<file path="src/rtl/hzd_pkg.sv">
package hzd_pkg;

   typedef enum logic [2:0] {
      CLS_PLAIN,
      CLS_RX_DATA,
      CLS_RX_STAT,
      CLS_TX_STAT,
      CLS_RX_INFO,
      CLS_TX_INFO,
      CLS_DROP_CNT
   } rd_class_e;

   typedef enum logic [1:0] {
      PH_HIGH,
      PH_SETUP,
      PH_LOW
   } bus_phase_e;

endpackage

</file>
<file path="src/rtl/hzd_classify.sv">
module hzd_classify
   import hzd_pkg::*;
#(
   parameter int AW = 7,
   parameter logic [AW-1:0] ADR_RX_DATA = '0,
   parameter logic [AW-1:0] ADR_RX_STAT = '0,
   parameter logic [AW-1:0] ADR_TX_STAT = '0,
   parameter logic [AW-1:0] ADR_RX_INFO = '0,
   parameter logic [AW-1:0] ADR_TX_INFO = '0,
   parameter logic [AW-1:0] ADR_DROP    = '0
) (
   input  logic [AW-1:0] addr,
   output rd_class_e     cls
);

   always_comb begin
      if      (addr == ADR_RX_DATA) cls = CLS_RX_DATA;
      else if (addr == ADR_RX_STAT) cls = CLS_RX_STAT;
      else if (addr == ADR_TX_STAT) cls = CLS_TX_STAT;
      else if (addr == ADR_RX_INFO) cls = CLS_RX_INFO;
      else if (addr == ADR_TX_INFO) cls = CLS_TX_INFO;
      else if (addr == ADR_DROP)    cls = CLS_DROP_CNT;
      else                          cls = CLS_PLAIN;
   end

endmodule

</file>
<file path="src/rtl/hzd_tracker.sv">
module hzd_tracker
   import hzd_pkg::*;
#(
   parameter int CW      = 9,
   parameter int FIFO_WC = 50,
   parameter int DROP_WC = 66
) (
   input  logic      clk,
   input  logic      rst_n,
   input  logic      commit,
   input  rd_class_e commit_cls,
   input  rd_class_e next_cls,
   output logic      hazard,
   output logic      wait_met
);

   rd_class_e        last_cls;
   logic [CW-1:0]    elapsed;
   logic [CW-1:0]    need;

   // elapsed = clocks since the last real read's strobes rose (1 in first high clock)
   always_ff @(posedge clk) begin
      if (!rst_n) begin
         last_cls <= CLS_PLAIN;
         elapsed  <= '1;
      end else if (commit) begin
         last_cls <= commit_cls;
         elapsed  <= CW'(1);
      end else if (elapsed != '1) begin
         elapsed  <= elapsed + 1'b1;
      end
   end

   always_comb begin
      need = '0;
      if ((last_cls == CLS_RX_DATA || last_cls == CLS_RX_STAT) && next_cls == CLS_RX_INFO)
         need = CW'(FIFO_WC);
      else if (last_cls == CLS_TX_STAT && next_cls == CLS_TX_INFO)
         need = CW'(FIFO_WC);
      else if (last_cls == CLS_DROP_CNT && next_cls == CLS_DROP_CNT)
         need = CW'(DROP_WC);
      hazard   = (need != '0);
      // decision is one setup clock before the strobes fall
      wait_met = !hazard || (elapsed >= need - CW'(1));
   end

endmodule

</file>
<file path="src/rtl/hzd_bus_fsm.sv">
module hzd_bus_fsm
   import hzd_pkg::*;
#(
   parameter int AW        = 7,
   parameter int DW        = 32,
   parameter int CYC_CLKS  = 17,
   parameter int IDLE_CLKS = 2,
   parameter bit NARROW_EN = 1'b1,
   parameter logic [AW-1:0] ADR_TEST = '0
) (
   input  logic          clk,
   input  logic          rst_n,
   input  logic          pad_dummy,
   input  logic          pend,
   input  logic [AW-1:0] pend_addr,
   input  logic          pend_wide,
   input  logic          hazard,
   input  logic          wait_met,
   output logic          take,
   output logic          commit,
   output logic          bus_cs_n,
   output logic          bus_rd_n,
   output logic [AW-1:0] bus_addr,
   input  logic [DW-1:0] bus_data,
   output logic          rsp_valid,
   output logic [DW-1:0] rsp_data
);

   localparam int GW = $clog2(IDLE_CLKS + 1) + 1;
   localparam int LW = $clog2(CYC_CLKS + 1);

   bus_phase_e    phase;
   logic [GW-1:0] gap;
   logic [LW-1:0] lcnt;
   logic          cur_dummy;
   logic          cur_wide;
   logic          at_end;
   logic          slot;
   logic          go_real;
   logic          go_dummy;
   logic [DW-1:0] cap_data;

   always_comb begin
      at_end   = (phase == PH_LOW) && (lcnt == LW'(CYC_CLKS - 1));
      commit   = at_end && !cur_dummy;
      slot     = (phase == PH_HIGH) && pend && (gap >= GW'(IDLE_CLKS - 1));
      go_real  = slot && wait_met;
      go_dummy = slot && hazard && !wait_met && pad_dummy;
      take     = go_real;
   end

   generate
      if (NARROW_EN) begin : g_narrow
         assign cap_data = cur_wide ? bus_data : {{(DW/2){1'b0}}, bus_data[DW/2-1:0]};
      end else begin : g_wide_only
         assign cap_data = bus_data;
      end
   endgenerate

   always_ff @(posedge clk) begin
      if (!rst_n) begin
         phase     <= PH_HIGH;
         gap       <= '1;
         lcnt      <= '0;
         cur_dummy <= 1'b0;
         cur_wide  <= 1'b1;
         bus_addr  <= '0;
      end else begin
         unique case (phase)
            PH_HIGH: begin
               if (gap != '1) gap <= gap + 1'b1;
               if (go_real) begin
                  phase     <= PH_SETUP;
                  bus_addr  <= pend_addr;
                  cur_dummy <= 1'b0;
                  cur_wide  <= pend_wide;
               end else if (go_dummy) begin
                  phase     <= PH_SETUP;
                  bus_addr  <= ADR_TEST;
                  cur_dummy <= 1'b1;
               end
            end
            PH_SETUP: begin
               if (gap != '1) gap <= gap + 1'b1;
               phase <= PH_LOW;
               lcnt  <= '0;
            end
            default: begin
               if (at_end) begin
                  phase <= PH_HIGH;
                  gap   <= GW'(1);
               end else begin
                  lcnt  <= lcnt + 1'b1;
               end
            end
         endcase
      end
   end

   always_ff @(posedge clk) begin
      if (!rst_n) begin
         rsp_valid <= 1'b0;
         rsp_data  <= '0;
      end else begin
         rsp_valid <= commit;
         if (commit) rsp_data <= cap_data;
      end
   end

   assign bus_cs_n = (phase != PH_LOW);
   assign bus_rd_n = (phase != PH_LOW);

endmodule

</file>
<file path="src/rtl/hzd_read_seq.sv">
module hzd_read_seq
   import hzd_pkg::*;
#(
   parameter int AW           = 7,
   parameter int DW           = 32,
   parameter int CLK_NS       = 10,
   parameter int CYC_CLKS     = 17,
   parameter int IDLE_CLKS    = 2,
   parameter int FIFO_WAIT_NS = 495,
   parameter int DROP_WAIT_NS = 660,
   parameter bit NARROW_EN    = 1'b1,
   parameter logic [AW-1:0] ADR_RX_DATA = 7'h00,
   parameter logic [AW-1:0] ADR_RX_STAT = 7'h20,
   parameter logic [AW-1:0] ADR_TX_STAT = 7'h24,
   parameter logic [AW-1:0] ADR_RX_INFO = 7'h3C,
   parameter logic [AW-1:0] ADR_TX_INFO = 7'h40,
   parameter logic [AW-1:0] ADR_DROP    = 7'h34,
   parameter logic [AW-1:0] ADR_TEST    = 7'h32
) (
   input  logic          clk,
   input  logic          rst_n,
   input  logic          pad_dummy,
   input  logic          req_valid,
   output logic          req_ready,
   input  logic [AW-1:0] req_addr,
   input  logic          req_wide,
   output logic          bus_cs_n,
   output logic          bus_rd_n,
   output logic [AW-1:0] bus_addr,
   input  logic [DW-1:0] bus_data,
   output logic          rsp_valid,
   output logic [DW-1:0] rsp_data
);

   localparam int FIFO_WC = (FIFO_WAIT_NS + CLK_NS - 1) / CLK_NS;
   localparam int DROP_WC = (DROP_WAIT_NS + CLK_NS - 1) / CLK_NS;
   localparam int MAX_WC  = (FIFO_WC > DROP_WC) ? FIFO_WC : DROP_WC;
   localparam int CW      = $clog2(MAX_WC + 3) + 1;

   generate
      if (IDLE_CLKS < 2) begin : g_bad_idle
         $error("IDLE_CLKS must be at least 2");
      end
      if (CYC_CLKS < 1) begin : g_bad_cyc
         $error("CYC_CLKS must be at least 1");
      end
      if (CLK_NS < 1) begin : g_bad_clk
         $error("CLK_NS must be at least 1");
      end
      if (DW % 2 != 0) begin : g_bad_dw
         $error("DW must be even");
      end
   endgenerate

   logic          pend;
   logic [AW-1:0] pend_addr;
   logic          pend_wide;
   logic          take;
   logic          commit;
   logic          hazard;
   logic          wait_met;
   rd_class_e     next_cls;
   rd_class_e     done_cls;

   always_ff @(posedge clk) begin
      if (!rst_n) begin
         pend      <= 1'b0;
         pend_addr <= '0;
         pend_wide <= 1'b0;
      end else if (take) begin
         pend      <= 1'b0;
      end else if (req_valid && !pend) begin
         pend      <= 1'b1;
         pend_addr <= req_addr;
         pend_wide <= req_wide;
      end
   end

   assign req_ready = !pend;

   hzd_classify #(
      .AW(AW), .ADR_RX_DATA(ADR_RX_DATA), .ADR_RX_STAT(ADR_RX_STAT),
      .ADR_TX_STAT(ADR_TX_STAT), .ADR_RX_INFO(ADR_RX_INFO),
      .ADR_TX_INFO(ADR_TX_INFO), .ADR_DROP(ADR_DROP)
   ) u_cls_next (
      .addr(pend_addr),
      .cls (next_cls)
   );

   hzd_classify #(
      .AW(AW), .ADR_RX_DATA(ADR_RX_DATA), .ADR_RX_STAT(ADR_RX_STAT),
      .ADR_TX_STAT(ADR_TX_STAT), .ADR_RX_INFO(ADR_RX_INFO),
      .ADR_TX_INFO(ADR_TX_INFO), .ADR_DROP(ADR_DROP)
   ) u_cls_done (
      .addr(bus_addr),
      .cls (done_cls)
   );

   hzd_tracker #(
      .CW(CW), .FIFO_WC(FIFO_WC), .DROP_WC(DROP_WC)
   ) u_track (
      .clk       (clk),
      .rst_n     (rst_n),
      .commit    (commit),
      .commit_cls(done_cls),
      .next_cls  (next_cls),
      .hazard    (hazard),
      .wait_met  (wait_met)
   );

   hzd_bus_fsm #(
      .AW(AW), .DW(DW), .CYC_CLKS(CYC_CLKS), .IDLE_CLKS(IDLE_CLKS),
      .NARROW_EN(NARROW_EN), .ADR_TEST(ADR_TEST)
   ) u_bus (
      .clk      (clk),
      .rst_n    (rst_n),
      .pad_dummy(pad_dummy),
      .pend     (pend),
      .pend_addr(pend_addr),
      .pend_wide(pend_wide),
      .hazard   (hazard),
      .wait_met (wait_met),
      .take     (take),
      .commit   (commit),
      .bus_cs_n (bus_cs_n),
      .bus_rd_n (bus_rd_n),
      .bus_addr (bus_addr),
      .bus_data (bus_data),
      .rsp_valid(rsp_valid),
      .rsp_data (rsp_data)
   );

endmodule

</file>
<file path="config.mk">
export PLATFORM = sky130hd
export DESIGN_NAME = hzd_read_seq
export DESIGN_NICKNAME = d
export VERILOG_FILES = /design/src/rtl/hzd_pkg.sv /design/src/rtl/hzd_classify.sv /design/src/rtl/hzd_tracker.sv /design/src/rtl/hzd_bus_fsm.sv /design/src/rtl/hzd_read_seq.sv
export SDC_FILE = /design/constraint.sdc
export NUM_CORES = 1
export LEC_CHECK = 0
export BUFFER_PORTS_ARGS = -buffer_cell sky130_fd_sc_hd__buf_2
export CORE_MARGIN = 5
export CORE_UTILIZATION = 25
export DETAILED_ROUTE_END_ITERATION = 10
export HOLD_SLACK_MARGIN = 0.02
export PLACE_DENSITY = 0.49
export REMOVE_ABC_BUFFERS = 1
export SETUP_SLACK_MARGIN = 0.02
export SYNTH_ARGS = -nofsm -noshare
export SYNTH_HDL_FRONTEND = slang
export SYNTH_SLANG_ARGS = --single-unit
</file>
<file path="constraint.sdc">
create_clock -name clk -period 4.5 [get_ports clk]
set_clock_uncertainty 0.05 [all_clocks]
set_input_delay 0.45 -clock clk [delete_from_list [all_inputs] [get_ports clk]]
set_output_delay 0.45 -clock clk [all_outputs]
set_load 0.02 [all_outputs]
</file>
# Word-level counts from Yosys, hierarchy flattened
# Cells that the tools add are included.
# totals
n_memories	0
ramBits	0
mem_bits_ro	0
register_bits	72
latchBits	0
# classes
n_eq_ne	26
addsub	4
shifts	0
n_div	0
order_cmp	2
mux	31
n_bitwise	3
reduce_logical	35
mul	0
# ops
operator	count
$eq A7 B6 Y1 const B	8
$mux W3	15
$mux W32	1
$mux W8	4
$mux W7	3
$eq A7 B7 Y1 const B	2
$logic_not A7 Y1	2
$eq A3 B3 Y1 const B	4
$logic_and A1 B1 Y1	12
$reduce_and A2 Y1	6
$pmux W5 S2	1
$add A8 B1 Y8 const B	1
$ge A8 B8 Y1	1
$ne A8 B8 Y1 const B	1
$reduce_bool A8 Y1	1
$sub A8 B1 Y8 const B	1
$eq A3 B2 Y1 const B	2
$mux W2	3
$reduce_bool A2 Y1	3
$reduce_or A2 Y1	3
$add A5 B1 Y5 const B	1
$eq A5 B5 Y1 const B	1
$mux W5	1
$logic_not A1 Y1	4
other kinds (15)	20

# Longest topological paths before layout
# Gate-level depths: netlist of the first run.
# depth
word_depth	21
depth_mapped	14
depth_no_buf	13

# By module
# Synthesis of the first run repeated with hierarchy kept, for this count alone.
# unflattened
hier_cells	404
hier_area_um2	3580.9
# by_module_without_submodules
mod	area_each_um2	seq_area_each_um2	cells_per_inst	n_inst
hzd_bus_fsm	2197.1	1041.0	255	1
hzd_tracker	802.0	220.2	87	1
hzd_read_seq	374.1	180.2	40	1
hzd_classify	103.8	0.0	11	2

# Worst setup path before layout of the first run
# OpenSTA, ideal clock, no wires.
# synth_path
path_type	flip-flop to flip-flop
start	reg pend_addr[6]
end	reg u_bus.bus_addr[1]
arrival_time_ps	3006
stages_incl_launch_ff	15
period_less_slack_ps	3175
slack_ps	1325
path_cell_list	dfxtp_1 > and4b_1 > a32oi_1 > nand3b_1 > o21ai_0 > ha_1 > inv_1 > ha_1 > o21ai_0 > a21oi_1 > a221oi_1 > o22a_1 > buf_2 > nand2_1 > o221a_2
# synth_between
elab_chain_len	20
# synth_lines
item	line_no	source
from (decl)	hzd_read_seq.sv:56	logic [AW-1:0] pend_addr;
from (signal assigned)	hzd_read_seq.sv:74	pend_addr <= req_addr;
$eq A7 B6 Y1	hzd_classify.sv:22	else if (addr == ADR_DROP) cls = CLS_DROP_CNT;
$mux W3	hzd_classify.sv:22	
$mux W3	hzd_classify.sv:21	else if (addr == ADR_TX_INFO) cls = CLS_TX_INFO;
$mux W3	hzd_classify.sv:20	else if (addr == ADR_RX_INFO) cls = CLS_RX_INFO;
$mux W3	hzd_classify.sv:19	else if (addr == ADR_TX_STAT) cls = CLS_TX_STAT;
$mux W3	hzd_classify.sv:18	else if (addr == ADR_RX_STAT) cls = CLS_RX_STAT;
$mux W3 (*)	hzd_classify.sv:17	if (addr == ADR_RX_DATA) cls = CLS_RX_DATA;
$eq A3 B3 Y1	hzd_tracker.sv:40	else if (last_cls == CLS_DROP_CNT && next_cls == CLS_DROP_CNT)
[... 3 more ...]	--	
$mux W8 (*)	hzd_tracker.sv:36	if ((last_cls == CLS_RX_DATA || last_cls == CLS_RX_STAT) && next_cls == CLS_RX_INFO)
$sub A8 B1 Y8 or $reduce_bool A8 Y1 (tied branches)	hzd_tracker.sv:44, hzd_tracker.sv:42	
$ge A8 B8 Y1 or $logic_not A1 Y1 (tied branches)	hzd_tracker.sv:44	wait_met = !hazard || (elapsed >= need - CW'(1));
$logic_or A1 B1 Y1	hzd_tracker.sv:44	
$logic_not A1 Y1	hzd_bus_fsm.sv:48	go_dummy = slot && hazard && !wait_met && pad_dummy;
$logic_and A1 B1 Y1 (2 in series)	hzd_bus_fsm.sv:48	
$reduce_bool A2 Y1 (no line)	--	
$reduce_and A2 Y1 (no line)	--	
to (signal assigned)	hzd_bus_fsm.sv:74	bus_addr <= pend_addr;
to (decl)	hzd_bus_fsm.sv:23	output logic [AW-1:0] bus_addr,
# Mark *: on every way between the ends. The rest lies on a longest branch, timed or not.
# A chain may end at the register's enable or synchronous reset.

# Final worst setup path of the first run
# layout_path
start	reg pend_addr[5]
end	reg u_bus.bus_addr[4]
# Same word-level chain as after synthesis.

==> results of run 1 <==
state kept, by name, indices dropped and copies added (netlist names), 2 cells and up:
signal	count
u_bus.phase	2
u_bus.bus_addr	7
u_track.elapsed	8
u_bus.lcnt	5
u_bus.rsp_data	32
u_track.last_cls	3
pend_addr	7
u_bus.gap	3
per-layer routing:
| layer | up-vias | routed length (um) | global-route usage [%] |
|---|---|---|---|
| met4 | 2 | 118 | 4.152 |
| met2 | 67 | 3836 | 17.81 |
| met1 | 1349 | 3750 | 13.64 |
| li1 | 1497 | - | - |
| met3 | 10 | 463 | 3.315 |
| met5 | - | 13 | 0 |
power groups by stage:
stage                     Sequential [mW]  Clock [mW]  Combinational [mW]
after global placement              0.824           0               0.428
after global routing                0.824       0.819               0.506
after floorplan                     0.807           0               0.320
after CTS                           0.810       0.792               0.441
final                               0.809       0.764               0.435
after detailed placement            0.824           0               0.438
path summary, 6_finish.rpt:
| kind | end | slack [ns] | cells after the start |
|---|---|---|---|
| max | u_bus.bus_addr[4] | 0.74 | 13 |
| min | pend_addr[0] | 0.30 | 3 |
| max reg2reg | u_bus.bus_addr[4] | 0.74 | 13 |
| min reg2reg | u_bus.rsp_data[28] | 0.40 | 2 |
final cells by class:
type / instances / share of cell area [%]
Multi-Input combinational cell: 280 / 39.35
Clock buffer: 10 / 5.821
Inverter: 16 / 1.463
Clock inverter: 5 / 1.981
Tap cell: 172 / 5.242
Sequential cell: 72 / 35.11
Timing Repair Buffer: 89 / 11.03
through the flow:
| stage | power (mW) | std cells | worst slack (ns) | area (um^2) |
|---|---|---|---|---|
| floorplan | 1.128 | 368 | 1.299 | 3114 |
| global placement | 1.252 | 629 | 0.8962 | 3785 |
| detailed placement | 1.261 | 629 | 0.7277 | 3785 |
| CTS | 2.043 | 644 | 0.7269 | 4105 |
| global route | 2.148 | 644 | 0.3476 | 4105 |
| finish | 2.009 | 644 | 0.7448 | 4105 |
cell families after synthesis:
kind of cell / synth area share (%)
muxes: 2.475
buffers and inverters: 5.607
xor gates and xnor gates: 1.895
AOI/OAI and AO/OA: 16.16
and+or+nand+nor: 23.51
DFF: 44.55
adders and majority gates: 5.800
cells in the final DEF (no fill, tap or decap), types with 3 or more instances in the layout:
cell type / n
nand2_1: 64
and3_1: 4
o221a_2: 3
clkbuf_16: 9
nand3_1: 24
a31oi_1: 3
nand2b_1: 3
dfxtp_1: 72
ha_1: 15
nor3_1: 4
mux2i_1: 8
nor3b_1: 3
buf_4: 3
nor2b_1: 3
buf_2: 86
o21ai_0: 22
a21oi_1: 47
o21a_1: 3
nor2_1: 35
inv_1: 15
xnor2_1: 5
a32oi_1: 3
critical path: stages (launching register included):
cell      delay, ns
dfxtp_1        0.39
and4b_1        0.27
a32oi_1        0.10
nand3b_1       0.23
o21ai_0        0.41
ha_1           0.31
inv_1          0.06
ha_1           0.21
o21ai_0        0.15
a21oi_1        0.09
a221oi_1       0.40
o22a_1         0.52
nand2_1        0.17
o221a_2        0.28
==> reports/qor.yml, run 1 <==
logic_synthesis:
  synth_common_cells: "72 x dfxtp_1, 64 x nand2_1, 47 x a21oi_1, 36 x nor2_1, 24 x nand3_1"
  async_reset_ff_share_pct: 0
  yosysMostFrequentCell: "dfxtp_1"
  synth_edf_count: 0
  yosys-top-cells-area: "dfxtp_1 45%, nand2_1 7.4%, a21oi_1 7.3%"
  synth_area_per_cell_um2: 8.233
  synthCells: 393
  synth-seq-cells: 72
  yosysUniqueCellTypes: 50
  synth_top_area_share_pct: 44.55
  synthFlopType: "dfxtp_1"
  yosysWarnings: 0
  ys_seq_area_share_pct: 44.55
  syn_area_um2: 3236
  synth_top_cell_by_area: "dfxtp_1"
timing:
  slew_headroom_pct: 31.80
  rsz0062_at_grt: "false"
  drv_slew: 0
  period_share_pct: 83.45
  worstMarginPinSlew_ns: 1.021
  hold_ws_ns: 0.2971
  fmax_mhz: 266.3
  fin_setup_tns_ns: 0
  final-hold-violation-count: 0
  fin_crit_ns: 3.755
  setup_viol: 0
power:
  p_clk_share_pct: 38.1
  switching_share_pct: 30.23
  internal-power_mw: 1.401
  p_sw_mw: 0.6072
  pwr_density_cell_nw_per_um2: 489.3
  p_seq_share_pct: 40.3
  power.static_leakage_nw: 1.744
  pwr-share-comb_pct: 21.7
  irDropWorstVdd_mv: 0.1370
drt:
  final_antenna_net_count: 0
  dr.pass1.iters: 4
  drcViolationCount: 0
  wl_per_cell_um: 12.70
  num_vias: 2925
  first_iter_violations: 122
  drt_wl_total_mm: 8.182
  via_per_inst: 4.542
setup_path:
  critPathArrivalTime_ns: 3.93
  crit_fanout: 13
  cp-startpoint: "pend_addr[5]"
  endpoint_kind: "flip-flop"
  critPathKind: "reg -> reg"
  required_ns: 4.67
  timing.rr.start: "pend_addr[5]"
  startpoint_type: "flip-flop"
clock_network:
  cts.sinks: 72
  cts_setup_buffers: 0
  clockRootBuffer: "clkbuf_16"
  clkTransAtPathRegs_ns: 0.06
  cts_tree: "yes"
  clock_path_buffers: 2
  numCtsBuffers: 9
  cts_hold_buffers: 0
  clock_latency_ns: 0.33
  cts_resized: 0
  htreeDepth: 3
min_path:
  hold_start: "req_addr[0]"
  min_path_type: "in -> reg"
floorplanning:
  core_um2: 12670
  ios: 87
  die_w_um: 123.8
  die_height_um: 123.8
  die-area_um2: 15320
  start_util_pct: 25.54
  num_rows: 41
final_layout:
  insertedDiodeCount: 0
  multi_input_area_um2: 1615
  nFillCells: 1383
  post-route-util_pct: 32.40
  fin_nets: 527
  layout-drive-gt1-share_pct: 24.36
  seqCellArea_um2: 1441
  synthToLayoutAreaGrowth_pct: 26.88
grt:
  grt_first_pass_wirelength_mm: 13.39
  antenna_found_initial: 1
  grt-ovfl-total: 0
  first_global_vias: 2843
  grt.total_usage_pct: 10.96
  grt_start_max_net_pins: 41
placed_design:
  dp.final_hpwl_mm: 5.765
  place_congestion: 0.7831
  port_buffers: 86
run:
  cap_violations: 0
status:
  outcome: "finished, final reports clean"
Power figures use the tool's default switching activity.
==> run 2: changes to the inputs <==
--- a/config.mk
+++ b/config.mk
@@ -10,7 +10,7 @@
 export CORE_UTILIZATION = 25
 export DETAILED_ROUTE_END_ITERATION = 10
 export HOLD_SLACK_MARGIN = 0.02
-export PLACE_DENSITY = 0.49
+export PLACE_DENSITY = 0.51
 export REMOVE_ABC_BUFFERS = 1
 export SETUP_SLACK_MARGIN = 0.02
 export SYNTH_ARGS = -nofsm -noshare
==> constraint.sdc (replaced) <==
create_clock -name clk -period 3 [get_ports clk]
set_clock_uncertainty 0.05 [all_clocks]
set_input_delay 0.3 -clock clk [delete_from_list [all_inputs] [get_ports clk]]
set_output_delay 0.3 -clock clk [all_outputs]
set_load 0.02 [all_outputs]
==> run 2 against run 1 <==
Net effect: global-route usage grew 1.0 points; first-iteration DRC count shrank 6.6%; fmax grew 25%; clock power grew 51%; die area is the same; non-clock buffer count grew 25; sequential power grew 50%; design area grew 7.1%; utilization grew 2.3 points; setup slack lost 0.74 ns; critical path type unchanged; critical endpoint is now u_bus.cur_wide; largest cell class unchanged.
==> reports/qor.yml, run 2 (same netlist as run 1, synthesis figures left out) <==
final_layout:
  synthToLayoutAreaGrowth_pct: 35.89
  final_cell_mix: "86 x buf_2, 68 x dfxtp_1, 64 x nand2_1"
  nFillCells: 1346  # -2.7%
  regMostFlops: "u_bus.rsp_data"
  post-route-util_pct: 34.70  # +2.3 points
  final_common_cell: "buf_2"
  layout-drive-gt1-share_pct: 31.53  # +7.2 points
  fin_nets: 552  # +4.7%
  largest_register_ffs: 32  # unchanged
  largest_registers: "u_bus.rsp_data: 32 flops, u_track.elapsed: 8 flops"
  insertedDiodeCount: 0  # unchanged
clock_network:
  cts.sinks: 72  # unchanged
  clock_latency_ns: 0.34  # about the same
  clockRootBuffer: "clkbuf_16"
  htreeDepth: 3  # unchanged
  clkTransAtPathRegs_ns: 0.06  # about the same
  numCtsBuffers: 9  # unchanged
  clock_path_buffers: 2  # unchanged
  cts_tree: "yes"
  cts_hold_buffers: 0  # unchanged
power:
  pwr-share-comb_pct: 24.7  # +3.0 points
  internal-power_mw: 2.159  # +54%
  p_sw_mw: 0.9803  # +61%
  pwr_density_cell_nw_per_um2: 714.1  # +46%
  p_seq_share_pct: 38.5  # -1.8 points
  switching_share_pct: 31.22  # +0.99 points
  power.static_leakage_nw: 1.887  # +8.2%
  p_clk_share_pct: 36.8  # -1.3 points
  irDropWorstVdd_mv: 0.2432  # +77%
run:
  cap_violations: 0  # unchanged
setup_path:
  crit_fanout: 6  # -7
  cp-startpoint: "pend_addr[5]"
  r2r_cells: 16  # +3
  critPathKind: "reg -> reg"
  startpoint_type: "flip-flop"
  timing.rr.start: "pend_addr[5]"
  critPathArrivalTime_ns: 3.16  # -0.77 ns
  endpoint_kind: "flip-flop"
  r2r_end: "u_bus.cur_wide"
  r2r_setup_slack_ns: 0.007  # -0.74 ns
  required_ns: 3.17  # -1.50 ns
grt:
  grt_first_pass_wirelength_mm: 14.48  # +8.1%
  grt-ovfl-total: 0  # unchanged
  antenna_found_initial: 0  # -1
  grt.total_usage_pct: 11.99  # +1.0 points
  grt_start_max_net_pins: 39  # -4.9%
  first_global_vias: 3113  # +9.5%
drt:
  dr_wl_met2_mm: 4.183  # +9.0%
  dr.pass1.iters: 4  # unchanged
  num_vias: 3076  # +5.2%
  final_antenna_net_count: 0  # unchanged
  drt_wl_total_mm: 8.754  # +7.0%
  route.met3.wl_um: 468  # +1.1%
  first_iter_violations: 114  # -6.6%
  drt-met1-wl_mm: 3.915  # +4.4%
  dr.max_layer_used: "met4"
  drcViolationCount: 0  # unchanged
  wl_per_cell_um: 13.07  # +2.8%
  via_per_inst: 4.591  # +1.1%
timing:
  drv_slew: 0  # unchanged
  fmax_mhz: 334.1  # +25%
  setup_viol: 0  # unchanged
  final-hold-violation-count: 0  # unchanged
  rsz0062_at_grt: "true"
  fin_crit_ns: 2.993  # -0.7622 ns
  fin_ws_ns: 0.006984  # -0.7378 ns
  period_share_pct: 99.77  # +16 points
  hold_ws_ns: 0.1404  # -0.1566 ns
  worstMarginPinSlew_ns: 0.6650  # -0.3559 ns
  slew_headroom_pct: 55.61  # +24 points
floorplanning:
  start_util_pct: 25.54  # unchanged
  die_w_um: 123.8  # unchanged
  core_um2: 12670  # unchanged
  die-area_um2: 15320  # unchanged
  num_rows: 41  # unchanged
  ios: 87  # unchanged
  die_height_um: 123.8  # unchanged
min_path:
  hold_start: "req_addr[2]"
  hold-path-endpoint: "pend_addr[2]"
  whs_path_depth: 3  # unchanged
  min_path_type: "in -> reg"
placed_design:
  dp_slack_ns: -0.1533  # -0.8810 ns
  port_buffers: 86  # unchanged
  place_congestion: 0.7481  # -4.5%
  dp.final_hpwl_mm: 6.099  # +5.8%
status:
  outcome: "finished, final reports clean"
[run 2: what timing repair did]
item,4_1_cts,5_1_grt
resized for setup,10,19
pin swaps,3,15
endpoints found under the setup margin,10,11
buffers inserted,2,6
[run 2: per-stage QoR]
step,setup TNS [ns],power (mW),instances,instance area [um^2]
global route,-1.220,3.361,670,4397
detailed placement,-0.8412,1.950,646,3913
floorplan,-0.8673,1.692,368,3114
finish,0,3.140,670,4397
CTS,0,3.157,664,4267
global placement,-0.5565,1.926,646,3913
[run 2: worst max-delay path by stage]
stage / depth (start not counted) / slack, ns / to
3_5_place_dp: 14 / -0.15 / u_bus.cur_wide
6_report: 16 / 0.007 / u_bus.cur_wide
4_1_cts: 14 / 0.02 / u_bus.cur_wide
5_1_grt: 15 / -0.18 / u_bus.cur_wide
2_1_floorplan: 13 / -0.20 / u_bus.bus_addr[1]
3_3_place_gp: 14 / -0.13 / u_bus.cur_wide
[run 2: per-layer routing]
layer	vias up	global-route usage, %
li1	1548	-
met1	1447	14.49
met2	66	19.36
met3	15	3.542
met4	0	5.952
met5	-	0
[run 2: power groups by stage]
| stage | sequential [mW] | combinational [mW] | clock (mW) |
|---|---|---|---|
| after global placement | 1.22 | 0.706 | 0 |
| after CTS | 1.21 | 0.752 | 1.20 |
| after detailed placement | 1.22 | 0.727 | 0 |
| final | 1.21 | 0.777 | 1.15 |
| after global routing | 1.23 | 0.895 | 1.24 |
| after floorplan | 1.21 | 0.481 | 0 |
[run 2: area by class of cell]
cell class,count,area (um^2),share of cell area [%]
repair buffers,114,648.1,14.74
clock buffers,9,225.2,5.122
flip-flops and latches,72,1451,33.01
inverters,16,62.56,1.423
clock inverters,7,95.09,2.163
well taps,172,215.2,4.895
multi-input cells,280,1699,38.65
[run 2: critical path, cell delays in order (launching register included)]
cell      delay, ns
dfxtp_4        0.36
and4b_1        0.23
buf_4          0.13
buf_4          0.12
buf_4          0.12
nand4_1        0.13
o21ai_4        0.10
ha_4           0.29
inv_4          0.03
ha_4           0.22
o21ai_2        0.14
a21oi_2        0.07
a221oi_2       0.25
o22a_1         0.25
buf_6          0.14
mux2i_1        0.17
nand2_1        0.06
